--- src/rtl/xds_filt_pkg.sv ---
package xds_filt_pkg;
   // classification of a recovered pair by its leading byte
   typedef enum logic [2:0] {
      PK_NONE  = 3'd0,
      PK_START = 3'd1,
      PK_CONT  = 3'd2,
      PK_END   = 3'd3,
      PK_DATA  = 3'd4,
      PK_CAPT  = 3'd5
   } pair_kind_e;

   localparam int unsigned LEAD_W  = 8;
   localparam int unsigned CLS_W   = 3;
   localparam int unsigned MAX_CLS = 7;
endpackage

--- src/rtl/xds_code_decode.sv ---
module xds_code_decode
   import xds_filt_pkg::*;
#(
   parameter bit STRIP_PARITY = 1'b1
) (
   input  logic [LEAD_W-1:0] lead_i,
   output pair_kind_e        kind_o,
   output logic [CLS_W-1:0]  cls_o
);
   logic [LEAD_W-1:0] code;
   logic [3:0]        code_m1;

   generate
      if (STRIP_PARITY) begin : g_strip
         assign code = {1'b0, lead_i[LEAD_W-2:0]};
      end else begin : g_full
         assign code = lead_i;
      end
   endgenerate

   assign code_m1 = code[3:0] - 4'd1;
   assign cls_o   = code_m1[3:1];

   always_comb begin
      if (code == '0)
         kind_o = PK_NONE;
      else if (code < 8'h0F)
         kind_o = code[0] ? PK_START : PK_CONT;
      else if (code == 8'h0F)
         kind_o = PK_END;
      else if (code < 8'h20)
         kind_o = PK_CAPT;
      else
         kind_o = PK_DATA;
   end
endmodule

--- src/rtl/xds_ctx_track.sv ---
module xds_ctx_track
   import xds_filt_pkg::*;
#(
   parameter int unsigned CLASS_N      = 7,
   parameter bit          STRIP_PARITY = 1'b1
) (
   input  logic              clk,
   input  logic              rst_n,
   input  logic              step_i,
   input  pair_kind_e        kind_i,
   input  logic [CLS_W-1:0]  cls_i,
   input  logic [LEAD_W-1:0] type_i,
   input  logic [LEAD_W-1:0] mask_i,
   input  logic [LEAD_W-1:0] sec_i,
   output logic              pass_o
);
   localparam logic [LEAD_W-1:0] KMASK = STRIP_PARITY ? 8'h7F : 8'hFF;

   logic                open_q;
   logic [CLS_W-1:0]    cur_q;
   logic [LEAD_W-1:0]   type_mem [CLASS_N];
   logic [LEAD_W-1:0]   type_k, sec_k, cls_type, cur_type;
   logic                cls_ok, cur_ok, pass_c;

   assign type_k = type_i & KMASK;
   assign sec_k  = sec_i & KMASK;

   function automatic logic sec_ok(input logic [LEAD_W-1:0] t);
      return (sec_k == '0) || (sec_k == t);
   endfunction

   always_comb begin
      cls_type = '0;
      cur_type = '0;
      for (int i = 0; i < int'(CLASS_N); i++) begin
         if (cls_i == CLS_W'(i)) cls_type = type_mem[i];
         if (cur_q == CLS_W'(i)) cur_type = type_mem[i];
      end
   end

   assign cls_ok = (int'(cls_i) < int'(CLASS_N)) && mask_i[cls_i];
   assign cur_ok = (int'(cur_q) < int'(CLASS_N)) && mask_i[cur_q];

   always_comb begin
      unique case (kind_i)
         PK_START: pass_c = cls_ok && sec_ok(type_k);
         PK_CONT:  pass_c = cls_ok && sec_ok(cls_type);
         PK_END,
         PK_DATA:  pass_c = open_q && cur_ok && sec_ok(cur_type);
         default:  pass_c = 1'b0;
      endcase
   end

   assign pass_o = step_i && pass_c;

   always_ff @(posedge clk or negedge rst_n) begin
      if (!rst_n) begin
         open_q <= 1'b0;
         cur_q  <= '0;
      end else if (step_i) begin
         unique case (kind_i)
            PK_START,
            PK_CONT: begin
               open_q <= 1'b1;
               cur_q  <= cls_i;
            end
            PK_END,
            PK_CAPT: open_q <= 1'b0;
            default: ;
         endcase
      end
   end

   generate
      for (genvar g = 0; g < int'(CLASS_N); g++) begin : g_type
         always_ff @(posedge clk or negedge rst_n) begin
            if (!rst_n)
               type_mem[g] <= '0;
            else if (step_i && kind_i == PK_START && cls_i == CLS_W'(g))
               type_mem[g] <= type_k;
         end
      end
   endgenerate


   caption_close_chk: assert property (@(posedge clk) disable iff (!rst_n)
      (step_i && kind_i == PK_CAPT) |=> !open_q);


   closed_no_data_chk: assert property (@(posedge clk) disable iff (!rst_n)
      (!open_q && (kind_i == PK_DATA || kind_i == PK_END)) |-> !pass_o);
endmodule

--- src/rtl/xds_out_hold.sv ---
module xds_out_hold
   import xds_filt_pkg::*;
(
   input  logic              clk,
   input  logic              rst_n,
   input  logic              ld_i,
   input  logic [LEAD_W-1:0] b0_i,
   input  logic [LEAD_W-1:0] b1_i,
   input  logic              rd_i,
   input  logic              rd_sel_i,
   output logic [LEAD_W-1:0] b0_o,
   output logic [LEAD_W-1:0] b1_o,
   output logic              dav_o,
   output logic              rd2_o,
   output logic              ovr_o
);
   logic rd_last;
   assign rd_last = rd_i && rd_sel_i;

   always_ff @(posedge clk or negedge rst_n) begin
      if (!rst_n) begin
         b0_o  <= '0;
         b1_o  <= '0;
         dav_o <= 1'b0;
         rd2_o <= 1'b0;
         ovr_o <= 1'b0;
      end else if (ld_i) begin
         b0_o  <= b0_i;
         b1_o  <= b1_i;
         dav_o <= 1'b1;
         rd2_o <= 1'b1;
         ovr_o <= dav_o && !rd_last;
      end else if (rd_i) begin
         rd2_o <= 1'b0;
         if (rd_sel_i) begin
            dav_o <= 1'b0;
            ovr_o <= 1'b0;
         end
      end
   end


   rd2_needs_dav_chk: assert property (@(posedge clk) disable iff (!rst_n)
      rd2_o |-> dav_o);


   hold_stable_chk: assert property (@(posedge clk) disable iff (!rst_n)
      !ld_i |=> ($stable(b0_o) && $stable(b1_o)));


   overrun_set_chk: assert property (@(posedge clk) disable iff (!rst_n)
      (ld_i && dav_o && !rd_last) |=> ovr_o);


   second_read_clr_chk: assert property (@(posedge clk) disable iff (!rst_n)
      (rd_last && !ld_i) |=> (!dav_o && !rd2_o && !ovr_o));


   load_wins_chk: assert property (@(posedge clk) disable iff (!rst_n)
      ld_i |=> (dav_o && rd2_o));
endmodule

--- src/rtl/xds_class_filter.sv ---
module xds_class_filter
   import xds_filt_pkg::*;
#(
   parameter int unsigned CLASS_N      = 7,
   parameter bit          STRIP_PARITY = 1'b1
) (
   input  logic       clk,
   input  logic       rst_n,
   input  logic       pair_vld,
   input  logic [7:0] pair_b0,
   input  logic [7:0] pair_b1,
   input  logic       even_field,
   input  logic [7:0] class_mask,
   input  logic [7:0] sec_code,
   input  logic       host_rd,
   input  logic       host_sel,
   output logic [7:0] out_b0,
   output logic [7:0] out_b1,
   output logic       dav,
   output logic       rd2,
   output logic       overrun
);
   generate
      if (CLASS_N < 1 || CLASS_N > MAX_CLS) begin : g_bad_cls
         $error("CLASS_N must lie in 1..7");
      end
   endgenerate

   pair_kind_e       kind;
   logic [CLS_W-1:0] cls;
   logic             step, pass, enabled;

   assign enabled = (class_mask != '0);
   assign step    = pair_vld && even_field;

   xds_code_decode #(.STRIP_PARITY(STRIP_PARITY)) dec_i (
      .lead_i (pair_b0),
      .kind_o (kind),
      .cls_o  (cls)
   );

   xds_ctx_track #(.CLASS_N(CLASS_N), .STRIP_PARITY(STRIP_PARITY)) ctx_i (
      .clk    (clk),
      .rst_n  (rst_n),
      .step_i (step),
      .kind_i (kind),
      .cls_i  (cls),
      .type_i (pair_b1),
      .mask_i (class_mask),
      .sec_i  (sec_code),
      .pass_o (pass)
   );

   xds_out_hold hold_i (
      .clk      (clk),
      .rst_n    (rst_n),
      .ld_i     (pass && enabled),
      .b0_i     (pair_b0),
      .b1_i     (pair_b1),
      .rd_i     (host_rd),
      .rd_sel_i (host_sel),
      .b0_o     (out_b0),
      .b1_o     (out_b1),
      .dav_o    (dav),
      .rd2_o    (rd2),
      .ovr_o    (overrun)
   );


   odd_field_quiet_chk: assert property (@(posedge clk) disable iff (!rst_n)
      !even_field |=> ($stable(out_b0) && $stable(out_b1) && !$rose(dav)));


   mask_off_quiet_chk: assert property (@(posedge clk) disable iff (!rst_n)
      (class_mask == 8'h00) |=> ($stable(out_b0) && $stable(out_b1) && !$rose(dav)));
endmodule

--- config.mk ---
export PLATFORM = sky130hd
export DESIGN_NAME = xds_class_filter
export DESIGN_NICKNAME = d
export VERILOG_FILES = /design/src/rtl/xds_filt_pkg.sv /design/src/rtl/xds_code_decode.sv /design/src/rtl/xds_ctx_track.sv /design/src/rtl/xds_out_hold.sv /design/src/rtl/xds_class_filter.sv
export SDC_FILE = /design/constraint.sdc
export NUM_CORES = 1
export LEC_CHECK = 0
export CORE_MARGIN = 1
export CORE_UTILIZATION = 55
export DETAILED_ROUTE_END_ITERATION = 8
export DONT_BUFFER_PORTS = 1
export PLACE_DENSITY = 0.84
export SETUP_SLACK_MARGIN = 0.4
export SYNTH_ARGS = -nofsm -noshare
export SYNTH_HDL_FRONTEND = slang
export SYNTH_SLANG_ARGS = --single-unit
--- constraint.sdc ---
create_clock -name clk -period 3 [get_ports clk]
set_input_delay 0.45 -clock clk [delete_from_list [all_inputs] [get_ports clk]]
set_output_delay 0.45 -clock clk [all_outputs]
set_load 0.02 [all_outputs]
==> Word level (Yosys, flattened, before mapping) <==
Cells that the tools add are included.
W data, S select, Z words.
{ "classes": {"add_sub_neg": 1, "magnitude_cmp": 6, "n_eq_ne": 21, "mux": 31, "reduce_logical": 37} }
{ "op_table": {"columns": ["operator", "n"], "rows": [
  ["$mux W8", 12],
  ["$eq A3 B3 Y1 const B", 8],
  ["$logic_and A1 B1 Y1", 19],
  ["$eq A3 B2 Y1 const B", 6],
  ["$eq A7 B8 Y1", 2],
  ["$logic_not A8 Y1", 2],
  ["$mux W7", 2],
  ["$eq A3 B1 Y1 const B", 3],
  ["$mux W1", 9],
  ["$mux W3", 3],
  ["$lt A3 B4 Y1 const B", 2],
  ["$reduce_bool A8 Y1", 1],
  ["$eq A7 B4 Y1 const B", 1],
  ["$eq A7 B7 Y1", 1],
  ["$lt A7 B4 Y1 const B", 1],
  ["$lt A7 B6 Y1 const B", 1],
  ["$bmux W1 S3", 2],
  ["$logic_not A3 Y1", 2],
  ["$lt A3 B3 Y1 const B", 2],
  ["$reduce_and A2 Y1", 3],
  ["$reduce_bool A2 Y1", 3],
  ["$reduce_or A2 Y1", 3],
  ["$sub A4 B1 Y4 const B", 1],
  ["$logic_or A1 B1 Y1", 3],
  ["4 further kinds", 4]
]} }
{ "word_totals": {"register_bits": 72, "inputBits": 38, "out_inout_bits": 19, "elab_cells": 110} }

==> Depth between registers and ports, before layout <==
Gate-level depths: netlist of run 1.
{ "logic_depth": {"word_depth": 17, "depth_mapped": 15, "mapped_depth_nobuf": 10} }

==> Hierarchy <==
Synthesis of run 1 repeated with hierarchy kept, for this count alone.
{ "unflattened": {"hier_cells": 388, "area_unflattened_um2": 4409.2} }
{ "by_module_without_submodules": {"columns": ["module", "n_inst", "cells_per_inst", "area_per_inst_um2", "seq_area_each_um2"], "rows": [
  ["xds_ctx_track", 1, 324, 3494.6, 1326.3],
  ["xds_out_hold", 1, 43, 753.2, 475.5],
  ["xds_code_decode", 1, 17, 135.1, 0.0],
  ["xds_class_filter", 1, 4, 26.3, 0.0]
]} }

==> Worst setup path after synthesis of run 1 <==
No wires, ideal clock.
{ "synth_timing": {"path_type": "input -> register", "startpoint": "input port pair_b0[0]", "endpoint": "register hold_i.ovr_o", "setup_time_ns": 0.132, "t_arrival_ns": 3.508, "required_ns": 2.868, "path_slack_ns": -0.640, "path_stages": 12, "n_path_buf": 4, "cell_sequence": "buf_2 inv_1 ha_1 buf_2 buf_2 buf_2 a2111o_1 a222oi_1 mux2_2 or4b_1 o211ai_1 or3b_1"} }
{ "synth_via": {"elab_chain_cells": 17, "elab_cells_between_ends": 44, "cone_classes": "add/sub: 1; order compare: 3; eq/ne: 12; mux: 16; reduce/logical: 12"} }
{ "synth_rtl": {"columns": ["item", "line", "rtl"], "rows": [
  ["start: declaration", "xds_class_filter.sv:10", "input logic [7:0] pair_b0,"],
  ["$sub A4 B1 Y4", "xds_code_decode.sv:21", "assign code_m1 = code[3:0] - 4'd1;"],
  ["$logic_not A3 Y1", "xds_ctx_track.sv:36", "if (cls_i == CLS_W'(i)) cls_type = type_mem[i];"],
  ["$mux W7", "xds_ctx_track.sv:36", null],
  ["$mux W8 (6 in series)", "xds_ctx_track.sv:36", null],
  ["$eq A7 B8 Y1", "xds_ctx_track.sv:29", "return (sec_k == '0) || (sec_k == t);"],
  ["$logic_or A1 B1 Y1", "xds_ctx_track.sv:29", null],
  ["$logic_and A1 B1 Y1", "xds_ctx_track.sv:47", "PK_CONT: pass_c = cls_ok && sec_ok(cls_type);"],
  ["$pmux W1 S3 (*)", "xds_ctx_track.sv:45", "unique case (kind_i)"],
  ["$logic_and A1 B1 Y1 (*)", "xds_ctx_track.sv:54", "assign pass_o = step_i && pass_c;"],
  ["$logic_and A1 B1 Y1 (*)", "xds_class_filter.sv:57", ".ld_i (pass && enabled),"],
  ["$reduce_bool A2 Y1 (no source line)", null, null],
  ["$reduce_and A2 Y1 (no source line)", null, null],
  ["end signal: assignment", "xds_out_hold.sv:32", "ovr_o <= dav_o && !rd_last;"],
  ["end: declaration", "xds_out_hold.sv:15", "output logic ovr_o"]
]} }
Mark *: on every way between the ends. The rest lies on a longest branch, timed or not. The select of a mux whose other input is x is not followed.
A chain may end at the register's enable or synchronous reset.

==> Worst setup path after layout of run 1 <==
{ "layout_timing": {"startpoint": "input port pair_b0[1]", "endpoint": "register hold_i.ovr_o"} }
The elaborated chain is that of the path after synthesis.

==> impl_metrics.json, run 1 <==
{
  "synth_mux_area_share_pct": 22.1,
  "synth.distinct_cells": 86,
  "fin_cells": 648,
  "hold_depth": 1,
  "grt_pass1_wl_microns": 23700,
  "pwr-share-seq_pct": 41.0,
  "grt_start_max_net_pins": 73,
  "ys_top_cells_by_count": "dfrtp_1 (72), mux2_2 (65), nand2_1 (31)",
  "wl_microns": 14700,
  "clk_pin_slew_worst_paths_ps": 90,
  "startpoint_type": "primary input",
  "pre_cts_slack_ps": -406,
  "antenna_cells": 0,
  "grt_usage_pct": 32.5,
  "cts_tree": "built",
  "gp_congestion": 0.970,
  "pwr-share-clk_pct": 30.7,
  "chipWidth_microns": 97.3,
  "fin_util_pct": 67.5,
  "peakVddDrop_mv": 0.216,
  "port_buffers": 0,
  "start_util_pct": 57.0,
  "dp.cells": 629,
  "finalSetupViolCount": 1,
  "drcViolationCount": 0,
  "grt_pass1_vias": 4403,
  "drt_iter0_markers": 567,
  "yosysWarnings": 0,
  "grt-ovfl-total": 0,
  "power.density_nw_per_um2": 450,
  "p_sw_share_pct": 33.5,
  "hold_violations": 0,
  "crit_fanout": 12,
  "cts.path.max_buffers": 2,
  "syn_nets": 524,
  "max_stage_delay_ps": 610,
  "die_h_microns": 97.3,
  "viasPerCell": 6.84,
  "r2r_cells": 8,
  "clock-root-buffer": "clkbuf_8",
  "cp-end-kind": "flop",
  "synth_top_area_share_pct": 36.1,
  "synth-compound-area-share_pct": 17.3,
  "synth_most_common_cell": "dfrtp_1",
  "seq_area_frac_synth_pct": 36.1,
  "cp.arrival_ps": 3290,
  "dp_hpwl_microns": 10600,
  "drive_gt1_share_pct": 36.7,
  "antenna_left": 0,
  "ios": 57,
  "crit_chain": "or4_1 -> a21oi_4 -> a21oi_1 -> o221ai_1 -> buf_4 -> mux2_2 -> or4b_4 -> o211ai_1 -> or3b_1",
  "finalCriticalPeriod_ps": 3040,
  "async_flop_share_pct": 100,
  "fin_crit_sh_pct": 101,
  "max_slew_margin_pct": 53.4,
  "first_pass_iters": 5,
  "drv_cap": 0,
  "avgSynthCellArea_sq_um": 10.3,
  "p_leak_nw": 2.64,
  "fin_ws_ps": -41.3,
  "worstHoldEndpoint": "hold_i.rd2_o",
  "cts_buffers": 9,
  "synthCells": 483,
  "violations": "negative setup slack",
  "yosysTopAreaCell": "dfrtp_1",
  "drv_slew": 0,
  "synth_edf_count": 0,
  "startpoint": "pair_b0[1]",
  "synth_top_family_by_area": "multiplexers",
  "htreeDepth": 3,
  "synthXorXnorAreaFrac_pct": 2.58,
  "num-nets-final": 576,
  "synthTopCellsByArea": "dfrtp_1 (36%), mux2_2 (15%), mux2i_1 (3.0%)",
  "rr_endpoint": "hold_i.ovr_o",
  "r2r-start": "ctx_i.type_mem[52]",
  "wl_per_cell_microns": 22.8,
  "finClkSkew_ps": 10.4,
  "syn-cell-area_sq_um": 5000,
  "worst-r2r-setup-slack_ps": -20,
  "worstPathRequired_ps": 3250,
  "max_freq_mhz": 329,
  "die-area_sq_um": 9470,
  "path_delay_family": "simple AND/OR/NAND/NOR gates",
  "synthSimpleGateAreaFrac_pct": 17.0,
  "net-switching-power_uw": 891,
  "synth_fa_ha_area_share_pct": 0.751,
  "fillers": 644,
  "timing.setup.tns_ps": -41.3,
  "p_comb_share_pct": 28.3,
  "cp_num_buf_inv": 1,
  "fp.coreArea_sq_um": 8760,
  "rows": 34,
  "area_growth_pct": 18.3,
  "crit_slowest_cell": "or4_1",
  "hp-start": "host_rd",
  "antenna_found_initial": 0,
  "clock-sinks": 72,
  "crit_type": "primary input to flop",
  "outcome": "finished with violations",
  "synthFlopType": "dfrtp_1",
  "rsz0062_at_grt": "true",
  "worstMarginPinSlew_ps": 693,
  "p_total_mw": 2.66,
  "hold_class": "primary input to flop",
  "p_int_mw": 1.77,
  "insertion_delay_ps": 370,
  "vias": 4433,
  "ys_ff_latch": 72
}
==> power by group through the flow <==
stage,registers [mW],logic (mW),clock network [mW]
3_5_place_dp,1.11,0.684,0
4_1_cts,1.09,0.719,0.826
6_report,1.09,0.753,0.817
2_1_floorplan,1.08,0.503,0
5_1_grt,1.10,0.803,0.868
3_3_place_gp,1.10,0.669,0
==> cell usage in the layout (no fill, tap or decap), types with 5 or more instances in the layout <==
cell type	netlist	layout
nand2b_1	12	11
a211oi_1	6	6
nor4_1	8	8
nand3_1	13	13
nor3_1	9	8
inv_1	9	7
mux2i_1	15	15
and3_1	5	5
nand3b_1	5	5
nand2_1	31	30
buf_4	1	69
a21oi_1	25	25
a32o_1	5	5
xnor2_1	7	7
o21ai_0	16	15
clkbuf_8	0	9
mux2_4	8	10
nor2b_1	6	6
mux2_2	65	63
dfrtp_1	72	72
or3_1	5	5
nor2_1	15	14
==> timing repair <==
item                       4_1_cts  5_1_grt
gates resized for setup          6       10
pin swaps                        5        1
gates cloned                     0        0
setup endpoints to repair       19       19
hold endpoints to repair        72        0
buffers inserted                 1        0
hold buffers                     2        0
==> sequential cells by signal (all words and copies together) (netlist names) <==
name / count
hold_i.b1_o: 8
hold_i.b0_o: 8
ctx_i.cur_q: 3
ctx_i.open_q: 1
ctx_i.type_mem: 49
hold_i.ovr_o: 1
hold_i.rd2_o: 1
hold_i.dav_o: 1
==> worst max-delay path by stage <==
| stage | cells past startpoint | end | slack, ps |
|---|---|---|---|
| 2_1_floorplan | 12 | hold_i.ovr_o | -430 |
| 3_3_place_gp | 9 | hold_i.ovr_o | -360 |
| 3_5_place_dp | 10 | hold_i.b0_o[0] | -410 |
| 4_1_cts | 8 | hold_i.ovr_o | 9 |
| 5_1_grt | 8 | hold_i.ovr_o | -80 |
| 6_report | 9 | hold_i.ovr_o | -40 |
==> cell families after synthesis <==
family | Yosys count
simple gates | 144
flops | 72
mux | 93
buf+inv | 44
compound gates | 114
fa+ha+maj | 3
xor+xnor | 13
==> worst reg2reg max path, delay by kind of cell (launching register included) <==
family | cells | cell delay, ps
and+or+nand+nor | 2 | 890
DFF | 1 | 370
muxes | 3 | 620
AOI/OAI and AO/OA | 3 | 1040
==> metal layers <==
metal | share of wire, % | global-route usage [%] | up-vias
met5 | 0 | 0 | -
met1 | 40 | 43.2 | 2154
met3 | 8.6 | 6.12 | 53
met4 | 4.2 | 13.1 | 0
li1 | - | - | 1956
met2 | 47 | 52.4 | 270
==> cell type report <==
cell class | instances | area (sq um) | share of cell area, %
clock buffers | 9 | 124 | 2.10
well taps | 108 | 135 | 2.29
flip-flops and latches | 72 | 1800 | 30.5
repair buffers | 75 | 627 | 10.6
inverters | 10 | 50.0 | 0.847
clock inverters | 7 | 77.6 | 1.31
multi-input cells | 367 | 3100 | 52.4
==> stage by stage <==
stage / hold slack, ps / instance area (sq um)
2_1_floorplan: 154 / 5090
3_3_place_gp: 156 / 5590
3_5_place_dp: 156 / 5590
4_1_cts: 191 / 5860
5_1_grt: 216 / 5910
6_report: 195 / 5910
Power figures use the tool's default switching activity.
==> run 2: changes to the inputs <==
Settings changed: BUFFER_PORTS_ARGS set to -buffer_cell sky130_fd_sc_hd__buf_4, CORE_UTILIZATION 55 to 54, DONT_BUFFER_PORTS 1 to not set, PLACE_DENSITY 0.84 to 0.88.
==> run 2 against run 1 <==
Compared with the run above:
- the flow finishes with violations (design-rule violations, negative setup slack)
- sequential share of layout area fell by 3.6 points
- via count rose by 8.3%
- hold slack improved by 17 ps
- largest power group unchanged
- cell area rose by 13%
- utilization rose by 8.3 points
==> impl_metrics.json, run 2 (synthesized netlist as in run 1, its figures left out) <==
{
  "outcome": "finished with violations",
  "cts_buffers": 9,
  "drt_iter0_markers": 503,
  "timing.setup.tns_ps": -3080,
  "worst-r2r-setup-slack_ps": -90,
  "startpoint": "pair_b0[1]",
  "finClkSkew_ps": 9.99,
  "cp.arrival_ps": 3450,
  "vias": 4799,
  "insertion_delay_ps": 370,
  "crit_slowest_cell": "a222oi_1",
  "peakVddDrop_mv": 0.278,
  "p_leak_nw": 3.08,
  "clock-root-buffer": "clkbuf_8",
  "antenna_cells": 0,
  "start_util_pct": 56.5,
  "worstPathRequired_ps": 3250,
  "cp-end-kind": "flop",
  "max_freq_mhz": 313,
  "finalCriticalPeriod_ps": 3200,
  "multi_input_area_sq_um": 3190,
  "grt_pass1_vias": 4848,
  "final_common_cell": "buf_4",
  "fin_util_pct": 75.7,
  "max_slew_margin_pct": 38.2,
  "fp.coreArea_sq_um": 8850,
  "cp_num_buf_inv": 6,
  "antenna_left": 0,
  "startpoint_type": "primary input",
  "largest_reg_flops": 49,
  "gp_congestion": 0.994,
  "worstMarginPinSlew_ps": 928,
  "path_delay_family": "compound AO/OA/AOI/OAI gates",
  "regMostFlops": "ctx_i.type_mem",
  "area_growth_pct": 34.1,
  "crit_path_frequent_cell": "buf_12",
  "max_stage_delay_ps": 530,
  "cts_tree": "built",
  "hold_violations": 0,
  "die-area_sq_um": 9640,
  "fillers": 598,
  "first_pass_iters": 9,
  "fin_ws_ps": -199,
  "final_cell_mix": "buf_4 (133), dfrtp_1 (72), mux2_2 (64), nand2_1 (28), a21oi_1 (25)",
  "drv_slew": 0,
  "p_total_mw": 2.93,
  "crit_path_end": "hold_i.b1_o[6]",
  "rr_endpoint": "hold_i.b1_o[6]",
  "biggestRegsByFlops": "ctx_i.type_mem x49, hold_i.b0_o x8, hold_i.b1_o x8",
  "grt_usage_pct": 35.2,
  "rsz0062_at_grt": "true",
  "dp_hpwl_microns": 11400,
  "grt_start_max_net_pins": 73,
  "htreeDepth": 3,
  "port_buffers": 55,
  "r2r-start": "ctx_i.type_mem[52]",
  "wl_per_cell_microns": 22.5,
  "crit_type": "primary input to flop",
  "crit_fanout": 5,
  "regArea_sq_um": 1800,
  "cts.path.max_buffers": 2,
  "r2r_cells": 11,
  "rows": 34,
  "finalSetupViolCount": 19,
  "drv_cap": 0,
  "viasPerCell": 6.65,
  "timing.hold.ws_ps": 211,
  "drive_gt1_share_pct": 46.6,
  "wl_microns": 16300,
  "antenna_found_initial": 0,
  "fin_cells": 722,
  "power.density_nw_per_um2": 438,
  "grt-ovfl-total": 0,
  "grt_pass1_wl_microns": 25800,
  "crit_cells": 14,
  "num-nets-final": 650,
  "chipWidth_microns": 98.2,
  "dp.cells": 693,
  "design_area_sq_um": 6700,
  "pre_cts_slack_ps": -559,
  "clock-sinks": 72,
  "crit_chain": "buf_12 -> inv_8 -> ha_4 -> buf_12 -> xor2_4 -> a2111o_1 -> a222oi_1 -> mux2_2 -> buf_6 -> nor3_4 -> a32oi_4 -> buf_12 -> buf_12 -> mux2_4",
  "hold_buffers": 0,
  "drcViolationCount": 4,
  "violations": "design-rule violations, negative setup slack",
  "ios": 57,
  "die_h_microns": 98.2,
  "placed_cell_area_sq_um": 6090,
  "fin_crit_sh_pct": 107,
  "hold_class": "primary input to async pin",
  "clk_pin_slew_worst_paths_ps": 80
}
==> run 2: routing by layer <==
| layer | GRT usage [%] | wire length [microns] | vias to the layer above |
|---|---|---|---|
| li1 | - | - | 2091 |
| met1 | 43.9 | 6180 | 2325 |
| met2 | 56.4 | 7540 | 314 |
| met3 | 9.81 | 1900 | 69 |
| met4 | 17.3 | 647 | 0 |
| met5 | 0 | 0 | - |
==> run 2: report_power, final <==
group,internal [mW],switching (mW)
Clock,0.558,0.400
Combinational,0.410,0.471
Sequential,1.02,0.0712
==> run 2: cell type report <==
class | count | share of cell area (%)
clock inverter | 6 | 1.74
multi-input combinational | 367 | 47.6
inverter | 10 | 0.803
tap | 108 | 2.02
timing repair buffer | 149 | 19.0
sequential | 72 | 26.9
clock buffer | 10 | 1.90
==> run 2: what timing repair did <==
item / in CTS / in global routing
gates cloned: 1 / 1
pin swaps: 12 / 11
setup buffers: 8 / 3
resized for setup: 44 / 4
endpoints found under the setup margin: 19 / 19
==> run 2: worst min-delay path by stage <==
stage,endpoint,start
CTS,ctx_i.type_mem[0],rst_n
global route,hold_i.rd2_o,host_rd
floorplan,ctx_i.cur_q[0],rst_n
global placement,ctx_i.open_q,ctx_i.open_q
finish,hold_i.b1_o[7],rst_n
detailed placement,ctx_i.open_q,ctx_i.open_q
==> run 3: changes to the inputs <==
Settings changed: CORE_UTILIZATION 54 to 55, PLACE_DENSITY 0.88 to 0.87.
Clock period 3 ns to 3.2 ns, I/O delays scaled along.
==> run 3 against run 2 <==
Compared with the run above:
- the flow finishes with violations (negative setup slack)
- largest power group unchanged
- utilization increased by 0.99 points
- register-to-register slack improved by 140 ps
- critical path type unchanged
- cell area is 0.34% higher
==> impl_metrics.json, run 3 (synthesized netlist as in run 1, its figures left out) <==
{
  "dp_hpwl_microns": 11500,
  "max_freq_mhz": 307,
  "final_cell_mix": "buf_4 (139), dfrtp_1 (72), mux2_2 (64), nand2_1 (29), a21oi_1 (25)",
  "p_leak_nw": 3.11,
  "finClkSkew_ps": 9.12,
  "grt_pass1_wl_microns": 25800,
  "start_util_pct": 57.0,
  "fin_ws_ps": -53.9,
  "first_pass_iters": 8,
  "grt_pass1_vias": 4949,
  "timing.hold.ws_ps": 258,
  "ios": 57,
  "r2r-start": "ctx_i.type_mem[52]",
  "rsz0062_at_grt": "true",
  "cts_buffers": 9,
  "grt_usage_pct": 35.0,
  "clk_pin_slew_worst_paths_ps": 90,
  "finalCriticalPeriod_ps": 3250,
  "worstMarginPinSlew_ps": 914,
  "die-area_sq_um": 9470,
  "drv_cap": 0,
  "fp.coreArea_sq_um": 8760,
  "rows": 34,
  "viasPerCell": 6.67,
  "antenna_left": 0,
  "crit_fanout": 7,
  "drive_gt1_share_pct": 46.8,
  "startpoint_type": "primary input",
  "pwr-share-clk_pct": 26.6,
  "power.density_nw_per_um2": 377,
  "crit_type": "primary input to flop",
  "gp_congestion": 0.965,
  "finalSetupViolCount": 13,
  "cts_tree": "built",
  "p_sw_share_pct": 34.8,
  "htreeDepth": 3,
  "regMostFlops": "ctx_i.type_mem",
  "clock-sinks": 72,
  "hold_violations": 0,
  "pwr-share-seq_pct": 40.9,
  "r2r_cells": 9,
  "worst-r2r-setup-slack_ps": 50,
  "wl_per_cell_microns": 22.2,
  "biggestRegsByFlops": "ctx_i.type_mem x49, hold_i.b0_o x8, hold_i.b1_o x8",
  "fin_util_pct": 76.7,
  "net-switching-power_uw": 881,
  "fin_cells": 734,
  "grt-ovfl-total": 0,
  "drt_iter0_markers": 404,
  "p_comb_share_pct": 32.6,
  "grt_start_max_net_pins": 73,
  "antenna_found_initial": 0,
  "fin_crit_sh_pct": 102,
  "violations": "negative setup slack",
  "max_slew_margin_pct": 39.1,
  "port_buffers": 55,
  "largest_reg_flops": 49,
  "placed_cell_area_sq_um": 6100,
  "hold_buffers": 0,
  "die_h_microns": 97.3,
  "outcome": "finished with violations",
  "design_area_sq_um": 6720,
  "cts.path.max_buffers": 2,
  "drcViolationCount": 0,
  "peakVddDrop_mv": 0.307,
  "hold_class": "primary input to async pin",
  "p_int_mw": 1.65,
  "drv_slew": 0,
  "rr_endpoint": "hold_i.ovr_o",
  "num-nets-final": 662,
  "antenna_cells": 0,
  "pre_cts_slack_ps": -429,
  "worstPathRequired_ps": 3450,
  "vias": 4899,
  "wl_microns": 16300,
  "clock-root-buffer": "clkbuf_8",
  "chipWidth_microns": 97.3,
  "dp.cells": 696,
  "area_growth_pct": 34.5,
  "cp-end-kind": "flop",
  "final_common_cell": "buf_4",
  "cp.arrival_ps": 3500,
  "insertion_delay_ps": 360
}
## run 3: changes by cell type in the layout (fill, tap and decap cells not counted), sizes merged
cell / previous run / this run
buf: 148 / 161
bufinv: 3 / 0
clkinvlp: 0 / 2
clkbuf: 11 / 10
clkinv: 3 / 4
## run 3: power by group through the flow
stage | Sequential (mW) | Clock, mW | Combinational [mW]
after floorplan | 1.02 | 0 | 0.471
after global placement | 1.04 | 0 | 0.719
after detailed placement | 1.05 | 0 | 0.742
after CTS | 1.03 | 0.678 | 0.779
after global routing | 1.04 | 0.719 | 0.873
final | 1.04 | 0.673 | 0.826
## run 3: layer usage
| metal | up-vias | global-route usage [%] | routed length [microns] |
|---|---|---|---|
| li1 | 2130 | - | - |
| met1 | 2368 | 44.2 | 6320 |
| met2 | 323 | 55.9 | 7570 |
| met3 | 78 | 8.92 | 1630 |
| met4 | 0 | 17.1 | 752 |
| met5 | - | 0 | 0 |
## run 3: final cells by class
class / count / area (sq um)
Clock buffer: 10 / 138
Clock inverter: 6 / 43.8
Fill cell: 546 / 2040
Inverter: 10 / 56.3
Multi-Input combinational cell: 367 / 3150
Sequential cell: 72 / 1800
Tap cell: 108 / 135
Timing Repair Buffer: 161 / 1390
## run 3: per-stage QoR
step                TNS (ps)  total power, mW
finish                  -442             2.54
CTS                        0             2.49
detailed placement     -7140             1.79
global route           -2460             2.64
global placement       -7240             1.76
floorplan              -2180             1.49
## run 3: worst max-delay path: stages
cell and delay [ps]:
buf_4 150, or4_1 510, buf_4 190, a21oi_4 240
buf_4 170, nand2_1 50, o221ai_1 90, mux2_2 410
nor3_1 300, buf_4 190, a32oi_4 120, buf_6 180
buf_16 140, mux2_4 290
## run 3: worst max-delay path by stage
| stage | startpoint | end | slack [ps] |
|---|---|---|---|
| final | pair_b0[2] | hold_i.b1_o[5] | -50 |
| after global routing | pair_b0[1] | hold_i.b1_o[0] | -170 |
| after CTS | pair_b0[0] | hold_i.b1_o[2] | 2 |
| after detailed placement | pair_b0[1] | hold_i.b0_o[2] | -430 |
| after global placement | pair_b0[1] | hold_i.b1_o[3] | -420 |
| after floorplan | pair_b0[1] | hold_i.ovr_o | -260 |
## run 3: what timing repair did
action	CTS	global route
resized for setup	34	15
setup endpoints to repair	19	19
cloned	3	0
pin swaps	10	9
setup buffers	14	5
